$ cat src/rtl/gdsb_pkg.sv
package gdsb_pkg;

  typedef enum logic [2:0] {
    ST_SETTLE = 3'd0,
    ST_ACTIVE = 3'd1,
    ST_HOLD   = 3'd2,
    ST_ARMED  = 3'd3,
    ST_WAKE   = 3'd4
  } sb_state_e;

  // pattern order {off_n, lsforce_n, cmd_a, cmd_b}
  localparam logic [3:0] SLEEP_PAT = 4'b0111;

  // returns {drv_a, drv_b}
  function automatic logic [1:0] drive_map(input logic [3:0] p);
    logic [1:0] r;
    if (!p[3])      r = 2'b00;
    else if (!p[2]) r = 2'b01;
    else            r = {p[1] & ~p[0], p[0] & ~p[1]};
    return r;
  endfunction

endpackage

$ cat src/rtl/gdsb_pattern_timer.sv
module gdsb_pattern_timer #(
  parameter int PW  = 4,
  parameter int SAT = 41,
  parameter int CW  = 6
) (
  input  logic          clk,
  input  logic          rst,
  input  logic [PW-1:0] pat_i,
  output logic [PW-1:0] pat_o,
  output logic [CW-1:0] run_o,
  output logic [CW-1:0] last_o
);

  logic [PW-1:0] pat_q;
  logic [CW-1:0] run_q;
  logic [CW-1:0] last_q;

  // run_q: samples the current pattern has been seen; last_q: length of the previous run
  always_ff @(posedge clk) begin
    if (rst) begin
      pat_q  <= '0;
      run_q  <= '0;
      last_q <= '0;
    end else if (pat_i != pat_q) begin
      pat_q  <= pat_i;
      run_q  <= CW'(1);
      last_q <= run_q;
    end else if (run_q < CW'(SAT)) begin
      run_q <= run_q + CW'(1);
    end
  end

  assign pat_o  = pat_q;
  assign run_o  = run_q;
  assign last_o = last_q;

endmodule

$ cat src/rtl/gdsb_seq_fsm.sv
module gdsb_seq_fsm
  import gdsb_pkg::*;
#(
  parameter int T_ENTRY = 40,
  parameter int T_FILT  = 8,
  parameter int T_WUP   = 10,
  parameter int T_AWAKE = 6,
  parameter int CW      = 6,
  parameter int DW      = 3
) (
  input  logic          clk,
  input  logic          rst,
  input  logic [3:0]    pat_i,
  input  logic [CW-1:0] run_i,
  input  logic [CW-1:0] last_i,
  output sb_state_e     state_o,
  output sb_state_e     next_o
);

  sb_state_e     st_q, st_n;
  logic [DW-1:0] dly_q, dly_n;
  logic          on_sleep;
  logic          entry_ok;

  assign on_sleep = (pat_i == SLEEP_PAT);
  assign entry_ok = on_sleep && (run_i > CW'(T_ENTRY));

  always_comb begin
    st_n  = st_q;
    dly_n = dly_q;
    case (st_q)
      ST_SETTLE: begin
        if (entry_ok)                      st_n = ST_HOLD;
        else if (dly_q >= DW'(T_AWAKE - 1)) st_n = ST_ACTIVE;
        else                               dly_n = dly_q + DW'(1);
      end
      ST_ACTIVE: if (entry_ok) st_n = ST_HOLD;
      ST_HOLD:   if (!on_sleep && (run_i > CW'(T_FILT))) st_n = ST_ARMED;
      ST_ARMED:  if (on_sleep) st_n = ST_WAKE;
      ST_WAKE: begin
        if (on_sleep) begin
          if (run_i >= CW'(T_ENTRY)) st_n = ST_HOLD;
        end else if (last_i > CW'(T_WUP)) begin
          st_n  = ST_SETTLE;
          dly_n = '0;
        end else begin
          st_n = ST_ARMED;
        end
      end
      default: st_n = ST_SETTLE;
    endcase
  end

  always_ff @(posedge clk) begin
    if (rst) begin
      st_q  <= ST_SETTLE;
      dly_q <= '0;
    end else begin
      st_q  <= st_n;
      dly_q <= dly_n;
    end
  end

  assign state_o = st_q;
  assign next_o  = st_n;

  AST_ARM_NEEDS_OTHER: assert property (@(posedge clk) disable iff (rst)
    (st_q == ST_HOLD && st_n == ST_ARMED) |-> !on_sleep);

endmodule

$ cat src/rtl/gdsb_out_stage.sv
module gdsb_out_stage
  import gdsb_pkg::*;
(
  input  logic      clk,
  input  logic      rst,
  input  sb_state_e next_i,
  input  logic [3:0] pat_i,
  output logic      sleep_o,
  output logic      en_o,
  output logic      a_o,
  output logic      b_o
);

  logic       en_n;
  logic [1:0] map;

  assign en_n = (next_i == ST_ACTIVE);
  assign map  = drive_map(pat_i);

  always_ff @(posedge clk) begin
    if (rst) begin
      sleep_o <= 1'b0;
      en_o    <= 1'b0;
      a_o     <= 1'b0;
      b_o     <= 1'b0;
    end else begin
      sleep_o <= (next_i == ST_HOLD) || (next_i == ST_ARMED) || (next_i == ST_WAKE);
      en_o    <= en_n;
      a_o     <= en_n & map[1];
      b_o     <= en_n & map[0];
    end
  end

endmodule

$ cat src/rtl/gdsb_standby_ctrl.sv
module gdsb_standby_ctrl
  import gdsb_pkg::*;
#(
  parameter int T_ENTRY = 40,
  parameter int T_FILT  = 8,
  parameter int T_WUP   = 10,
  parameter int T_AWAKE = 6
) (
  input  logic clk,
  input  logic rst,
  input  logic off_n_i,
  input  logic lsforce_n_i,
  input  logic cmd_a_i,
  input  logic cmd_b_i,
  output logic qsleep_o,
  output logic drv_en_o,
  output logic drv_a_o,
  output logic drv_b_o
);

  localparam int MAXT = (T_ENTRY > T_FILT) ? ((T_ENTRY > T_WUP) ? T_ENTRY : T_WUP)
                                           : ((T_FILT > T_WUP) ? T_FILT : T_WUP);
  localparam int SAT  = MAXT + 1;
  localparam int CW   = $clog2(SAT + 1);
  localparam int DW   = $clog2(T_AWAKE + 1);

  // parameter sanity
  initial begin
    if (!(T_FILT > 0 && T_AWAKE > 0 && T_WUP < T_ENTRY))
      $error("gdsb_standby_ctrl: need T_FILT>0, T_AWAKE>0, T_WUP<T_ENTRY");
  end

  logic [3:0]    pat_raw, pat_q;
  logic [CW-1:0] run, last;
  sb_state_e     st_cur, st_nxt;

  assign pat_raw = {off_n_i, lsforce_n_i, cmd_a_i, cmd_b_i};

  gdsb_pattern_timer #(.PW(4), .SAT(SAT), .CW(CW)) u_timer (
    .clk(clk), .rst(rst), .pat_i(pat_raw),
    .pat_o(pat_q), .run_o(run), .last_o(last)
  );

  gdsb_seq_fsm #(
    .T_ENTRY(T_ENTRY), .T_FILT(T_FILT), .T_WUP(T_WUP), .T_AWAKE(T_AWAKE),
    .CW(CW), .DW(DW)
  ) u_fsm (
    .clk(clk), .rst(rst), .pat_i(pat_q), .run_i(run), .last_i(last),
    .state_o(st_cur), .next_o(st_nxt)
  );

  gdsb_out_stage u_out (
    .clk(clk), .rst(rst), .next_i(st_nxt), .pat_i(pat_q),
    .sleep_o(qsleep_o), .en_o(drv_en_o), .a_o(drv_a_o), .b_o(drv_b_o)
  );

  AST_NO_SHOOT_THROUGH: assert property (@(posedge clk) disable iff (rst)
    !(drv_a_o && drv_b_o));
  AST_SLEEP_QUIET: assert property (@(posedge clk) disable iff (rst)
    qsleep_o |-> (!drv_en_o && !drv_a_o && !drv_b_o));
  AST_GATE_NEEDS_EN: assert property (@(posedge clk) disable iff (rst)
    (drv_a_o || drv_b_o) |-> drv_en_o);
  AST_ENTRY_ON_PATTERN: assert property (@(posedge clk) disable iff (rst)
    $rose(qsleep_o) |-> $past(pat_q == SLEEP_PAT));
  AST_WAKE_SETTLES: assert property (@(posedge clk) disable iff (rst)
    $fell(qsleep_o) |-> !drv_en_o);
  AST_FSM_LEGAL: assert property (@(posedge clk) disable iff (rst)
    st_cur inside {ST_SETTLE, ST_ACTIVE, ST_HOLD, ST_ARMED, ST_WAKE});

endmodule

$ cat config.mk
export PLATFORM = sky130hd
export DESIGN_NAME = gdsb_standby_ctrl
export DESIGN_NICKNAME = d
export VERILOG_FILES = /design/src/rtl/gdsb_pkg.sv /design/src/rtl/gdsb_pattern_timer.sv /design/src/rtl/gdsb_seq_fsm.sv /design/src/rtl/gdsb_out_stage.sv /design/src/rtl/gdsb_standby_ctrl.sv
export SDC_FILE = /design/constraint.sdc
export NUM_CORES = 1
export LEC_CHECK = 0
export ABC_CLOCK_PERIOD_IN_PS = 4100
export BUFFER_PORTS_ARGS = -buffer_cell sky130_fd_sc_hd__buf_4
export CORE_MARGIN = 2
export CORE_UTILIZATION = 55
export DETAILED_ROUTE_END_ITERATION = 6
export PLACE_DENSITY = 0.77
export SLEW_MARGIN = 20
export SYNTH_ARGS = -nofsm -noshare
export SYNTH_HDL_FRONTEND = slang
export SYNTH_SLANG_ARGS = --single-unit
$ cat constraint.sdc
create_clock -name clk -period 4.1 [get_ports clk]
set_input_delay 0.205 -clock clk [delete_from_list [all_inputs] [get_ports clk]]
set_output_delay 0.205 -clock clk [all_outputs]
set_load 0.05 [all_outputs]
== After elaboration in Yosys (flattened, before gate mapping) ==
Index checks and enable logic that the tools add are counted.

* $lt $le $gt $ge: 6
* Reduce and logical (&&, ||, !) cells: 10
* $add $sub $neg: 2
* Equal/unequal tests: 14
* Bitwise gates (word level): 6
* Mux-type cells: 18

{| class="wikitable"
|+ Operator list
! cell !! count
|-
| $mux 3 || 11
|-
| $pmux 3 s5 || 1
|-
| $eq 3x2->1 const B || 4
|-
| $gt 6x4->1 const B || 2
|-
| $add 6x1->6 const B || 1
|-
| $eq 3x1->1 const B || 2
|-
| $eq 3x3->1 const B || 2
|-
| $ge 6x6->1 const B || 1
|-
| $gt 6x6->1 const B || 1
|-
| $lt 6x6->1 const B || 1
|-
| $mux 2 || 3
|-
| $ne 2x2->1 const B || 3
|-
| $pmux 3 s2 || 1
|-
| $reduce_and 5->1 || 1
|-
| $and 1x1->1 || 4
|-
| $eq 4x3->1 const B || 1
|-
| $ne 4x4->1 || 1
|-
| $reduce_bool 2->1 || 2
|-
| $add 3x1->3 const B || 1
|-
| $ge 3x3->1 const B || 1
|-
| $logic_not 3->1 || 1
|-
| $logic_and 1x1->1 || 2
|-
| $logic_or 1x1->1 || 2
|-
| $mux 1 || 2
|-
| 4 further kinds || 5
|}

* Output and inout bits: 4
* Bits in registers: 26
* Logic and storage cells: 66
* Input port bits: 6

== Longest topological paths before layout ==
* Depth after elaboration: 8
* Gate-level depth with buffers: 7
* Gate-level depth less buffers: 7

== Cells and area by module ==
Synthesis repeated with hierarchy kept, for this count alone.

* Cell total of the unflattened synthesis: 138
* Area total of the unflattened synthesis: 1312.5 sq um

{| class="wikitable"
|+ Modules (own cells, without submodules)
! module !! times used !! area each (sq um) !! cells an instance !! seq. area each (sq um)
|-
| gdsb_pattern_timer || 1 || 650.6 || 65 || 320.3
|-
| gdsb_seq_fsm || 1 || 496.7 || 59 || 120.1
|-
| gdsb_out_stage || 1 || 165.2 || 14 || 80.1
|}

== Worst setup path after synthesis ==
Ideal clock, no wire load.

* Path kind: register to register
* Start: register u_timer.run_q[0] (netlist: u_timer.run_o[0])
* End: register u_out.a_o
* Buffers on the path: 0
* Data arrival time: 1.511 ns
* Cell stages (with the launch flop): 8
* Required time: 3.967 ns
* Clock period less this slack: 1.643 ns
* Setup time: 0.133 ns
* Setup slack: 2.457 ns
* Cells stage by stage: dfxtp_1 inv_1 ha_1 nand2b_1 a2111oi_0 o22ai_1 a22oi_1 nor4_1

* Longest elaborated chain between the ends: 6
* Elaborated cells on any way between the ends: 13
* Classes of those cells: order compare: 3; eq/ne: 1; mux: 6; bitwise: 1; reduce/logical: 2

{| class="wikitable"
|+ RTL lines
! item !! RTL line !! text
|-
| start: declaration || gdsb_pattern_timer.sv:15 || <nowiki>logic [CW-1:0] run_q;</nowiki>
|-
| start signal: assignment || gdsb_pattern_timer.sv:29 || <nowiki>run_q <= run_q + CW'(1);</nowiki>
|-
| $ge 6x6->1 (tied with other cells) || gdsb_seq_fsm.sv:42 || <nowiki>if (run_i >= CW'(T_ENTRY)) st_n = ST_HOLD;</nowiki>
|-
| $mux 3 (tied with other cells) || gdsb_seq_fsm.sv:42 ||
|-
| $mux 3, on equally long branches || n/a ||
|-
| $pmux 3 s5 (*) || gdsb_seq_fsm.sv:31 || <nowiki>case (st_q)</nowiki>
|-
| $eq 3x1->1 (*) || gdsb_out_stage.sv:17 || <nowiki>assign en_n = (next_i == ST_ACTIVE);</nowiki>
|-
| $and 1x1->1 (*) || gdsb_out_stage.sv:29 || <nowiki>a_o <= en_n & map[1];</nowiki>
|-
| end signal: assignment || gdsb_out_stage.sv:29 ||
|-
| end: declaration || gdsb_out_stage.sv:10 || <nowiki>output logic a_o,</nowiki>
|}

Every way passes the cells marked *; elsewhere a longest branch is shown, timed or not.
A chain may end at the register's enable or synchronous reset.

== Final worst setup path ==
* Start: register u_timer.run_q[0] (netlist: u_timer.run_o[0])
* End: register u_out.b_o

* Longest elaborated chain between the ends: 6
* Elaborated cells on any way between the ends: 13
* Classes of those cells: order compare: 3; eq/ne: 1; mux: 6; bitwise: 1; reduce/logical: 2

{| class="wikitable"
|+ RTL lines
! item !! RTL line !! text
|-
| $ge 6x6->1 (tied with other cells) || gdsb_seq_fsm.sv:42 ||
|-
| $mux 3 (tied with other cells) || gdsb_seq_fsm.sv:42 ||
|-
| $mux 3, on equally long branches || n/a ||
|-
| $pmux 3 s5 (*) || gdsb_seq_fsm.sv:31 ||
|-
| $eq 3x1->1 (*) || gdsb_out_stage.sv:17 ||
|-
| $and 1x1->1 (*) || gdsb_out_stage.sv:30 || <nowiki>b_o <= en_n & map[0];</nowiki>
|-
| end signal: assignment || gdsb_out_stage.sv:30 ||
|-
| end: declaration || gdsb_out_stage.sv:11 || <nowiki>output logic b_o</nowiki>
|}

Marked as above.

==> metrics.md <==
| Metric | Value |
|---|---|
| Largest net degree at the start of global routing | `17` |
| Vias in the first global route | `roughly 950` |
| RSZ-0062 raised after global routing | `false` |
| CTS Sinks | `26` |
| Critical Path End Type | `flop` |
| Antenna-violating nets left | `0` |
| WL/cell | `13.9 um` |
| DRT Pass-1 Iters | `4` |
| Clock buffer depth | `2` |
| Core area | `~2300 um2` |
| Hold Fails Final Rpt | `0` |
| Fin. max-slew vios | `0` |
| Post-synthesis mux area share | `5.29%` |
| First-pass GRT wire length | `slightly above 4000 um` |
| Critical Path Max Stage Delay | `0.48 ns` |
| Top_reg_cell synth | `dfxtp_1` |
| Hold depth | `2` |
| Tmin final | `between 1.5 and 2 ns` |
| Synth async-reset ratio | `0%` |
| Post-Route Skew | `0.00375 ns` |
| Mapped Area | `1330 um2` |
| Setup Viol. Count Final | `0` |
| Row Count | `17` |
| Share of the synthesized area in the top cell type | `39.3%` |
| Die height | `53.1 um` |
| Area delta synth->final | `9.07%` |
| Adder-cell share of the synthesized area | `under 10%` |
| CP Launch Type | `flop` |
| Post-CTS Hold Fix Bufs | `0` |
| Slowest stage cell, crit path | `a2111oi_0` |
| Post-synthesis compound-gate area fraction | `between 10% and 20%` |
| Synth warnings | `0` |
| Synth unique cells | `41` |
| Synth Area in XOR/XNOR | `4.63%` |
| Drt first-iter violations | `23` |
| Outcome | `completed` |
| GP Congestion | `roughly 0.88` |
| Cell Count, Final, Fillers Out | `176` |
| Nets@finish | `160` |
| # IOs | `10` |
| Yosys reg bits | `26` |
| Placed inst area | `1410 um2` |
| Synth top area cells | `dfxtp_1 39%, mux2i_1 5.3%, ha_1 4.7%, nor2_1 4.0%, xor2_1 3.3%` |
| Syn_area_per_cell | `approximately 9.6 um2` |
| Die width | `53.1 um` |
| Cells after Synth | `138` |
| Most frequent cells in the layout | `26 x dfxtp_1, 14 x nor2_1, 9 x inv_1, 9 x buf_4, 8 x nand2_1` |
| Fill cells | `slightly below 200` |
| Simple-gate share of the synthesized area | `27.0%` |
| PortBufs | `9` |
| Register-to-Register Path Depth | `7` |
| R2R Path End | `u_out.b_o` |
| Routed WL | `2440 um` |
| Hold path endpoint | `u_timer.pat_o[1]` |
| Post-synth EDFFs | `0` |
| Crit path arrival time | `about 2.2 ns` |
| Skew-Pair Late Insertion Delay | `between 0.3 and 0.4 ns` |
| Synth area leader | `dfxtp_1` |
| TritonCTS clock tree | `done` |
| Max_cap viols | `0` |
| Final instance area | `around 1400 um2` |
| Clock slew at reported path FFs | `0.14 ns` |
| Initial antenna violation count | `0` |
| CTS root buf | `clkbuf_4` |
| Commonest non-fill, non-tap cell in the layout | `dfxtp_1` |
| Peak supply drop | `about 0.23 mV` |
| Synthesized net count | `149` |
| Max Clk Rate | `about 0.52 GHz` |
| Critical Path RT | `about 4.3 ns` |
| Tot Pwr | `roughly 490 uW` |
| Slew @ Worst Pin | `0.679 ns` |
| Post-CTS Setup Inserts | `0` |
| Starting Density | `58.8%` |
| Final Cycle Share | `47.3%` |
| ANT cells | `0` |
| GR Util All Layers | `20.2%` |
| Critical path class | `flop to flop` |
| Worst-path cell chain | `inv_1 > ha_1 > nand2b_1 > a2111oi_0 > o22ai_1 > a22oi_1 > nor4_1` |
| Slew margin rel. | `between 50 and 60%` |
| Fin Setup TNS | `0 ns` |
| Reg2reg start | `u_timer.run_o[0]` |
| CP max FO | `5` |
| Remaining DRCs | `0` |
| Post_cts resized | `0` |
| TritonCTS Buffers | `3` |
| Layout cell share with drive strength beyond 1 | `14.9%` |
| Cell Pwr Density | `340 nW/um2` |
| Largest family of logic cells by synthesized area | `simple AND/OR/NAND/NOR gates` |
| Vias | `996` |
| Inst Count DP | `172` |
| Dpl hpwl | `approximately 1900 um` |
| Post-synthesis sequential area ratio | `39.3%` |
| Reg-to-reg slack, setup | `2.16 ns` |
| Leakage | `0.559 nW` |
| Hold path startpoint | `cmd_a_i` |
| Die area | `approximately 2800 um2` |
| HP Class | `input port to flop` |
| H-tree levels | `1` |
| Drt via density | `5.66` |
| GRT overflow | `0` |
[worst max-delay path: cells and delay by family (launching register included)]
family                     cells  cell delay, ns
AOI/OAI and AO/OA              3            0.98
adders and majority gates      1            0.17
buffers and inverters          1            0.13
DFF                            1            0.38
and+or+nand+nor                2            0.16
[routing by layer]
metal / global-route usage, % / up-vias / share of wire [%]
li1: - / 503 / -
met1: 22.9 / 475 / 44
met2: 37.1 / 14 / 50
met3: 6.21 / 4 / 4.0
met4: 3.85 / 0 / 1.0
met5: 0 / - / 0
[layout make-up]
class / count / area (um2) / area share (%)
flip-flops and latches: 26 / 520 / 36.0
multi-input cells: 100 / 752 / 52.0
inverters: 9 / 33.8 / 2.34
repair buffers: 9 / 67.6 / 4.68
well taps: 28 / 35.0 / 2.42
clock buffers: 4 / 36.3 / 2.51
[where the power goes]
part / switching (mW) / internal, mW / total (mW)
logic: 0.0438 / 0.0354 / 0.0792
registers: 0.0157 / 0.268 / 0.283
clock network: 0.0748 / 0.0544 / 0.129
[through the flow]
| stage | hold slack (ns) | worst slack (ns) | util (%) |
|---|---|---|---|
| 2_1_floorplan | 0.277 | 2.46 | - |
| 3_3_place_gp | 0.435 | 2.28 | 62.5 |
| 4_1_cts | 0.0924 | 2.20 | 64.1 |
| 3_5_place_dp | 0.438 | 2.24 | 62.5 |
| 6_report | 0.0985 | 2.16 | 64.1 |
| 5_1_grt | 0.0965 | 2.05 | 64.1 |
[sequential cells by signal, indices dropped and copies added (netlist names)]
register	count
u_fsm.dly_q	3
u_fsm.state_o	3
u_out.a_o	1
u_out.b_o	1
u_out.en_o	1
u_out.sleep_o	1
u_timer.last_o	6
u_timer.pat_o	4
u_timer.run_o	6
[cells in the mapped netlist, types with 2 or more instances]
| library cell | instances |
|---|---|
| nor4_4 | 2 |
| nand4_1 | 2 |
| dfxtp_1 | 26 |
| a2bb2oi_1 | 2 |
| o21ai_0 | 5 |
| ha_1 | 5 |
| nor2_1 | 14 |
| nor4_1 | 2 |
| a21oi_1 | 7 |
| nand3_1 | 3 |
| inv_1 | 9 |
| nor2b_1 | 4 |
| xor2_1 | 5 |
| nand3b_1 | 5 |
| nor3_1 | 3 |
| buf_4 | 2 |
| mux2i_1 | 7 |
| xnor2_1 | 2 |
| nand2b_1 | 4 |
| nand2_1 | 8 |
[worst max-delay path by stage]
stage	from	to	slack [ns]	depth (start not counted)
global route	u_timer.run_o[0]	u_out.b_o	2.05	7
global placement	u_timer.run_o[0]	u_out.a_o	2.28	7
detailed placement	u_timer.run_o[0]	u_out.b_o	2.24	7
finish	u_timer.run_o[0]	u_out.b_o	2.16	7
floorplan	u_timer.run_o[0]	u_out.a_o	2.46	7
CTS	u_timer.run_o[0]	u_out.b_o	2.20	7
[cell families after synthesis]
logic type / Yosys count
xor+xnor: 7
mux: 7
compound gates: 26
buf+inv: 12
simple gates: 55
fa+ha+maj: 5
flops: 26
(Power assumes the default switching activity.)
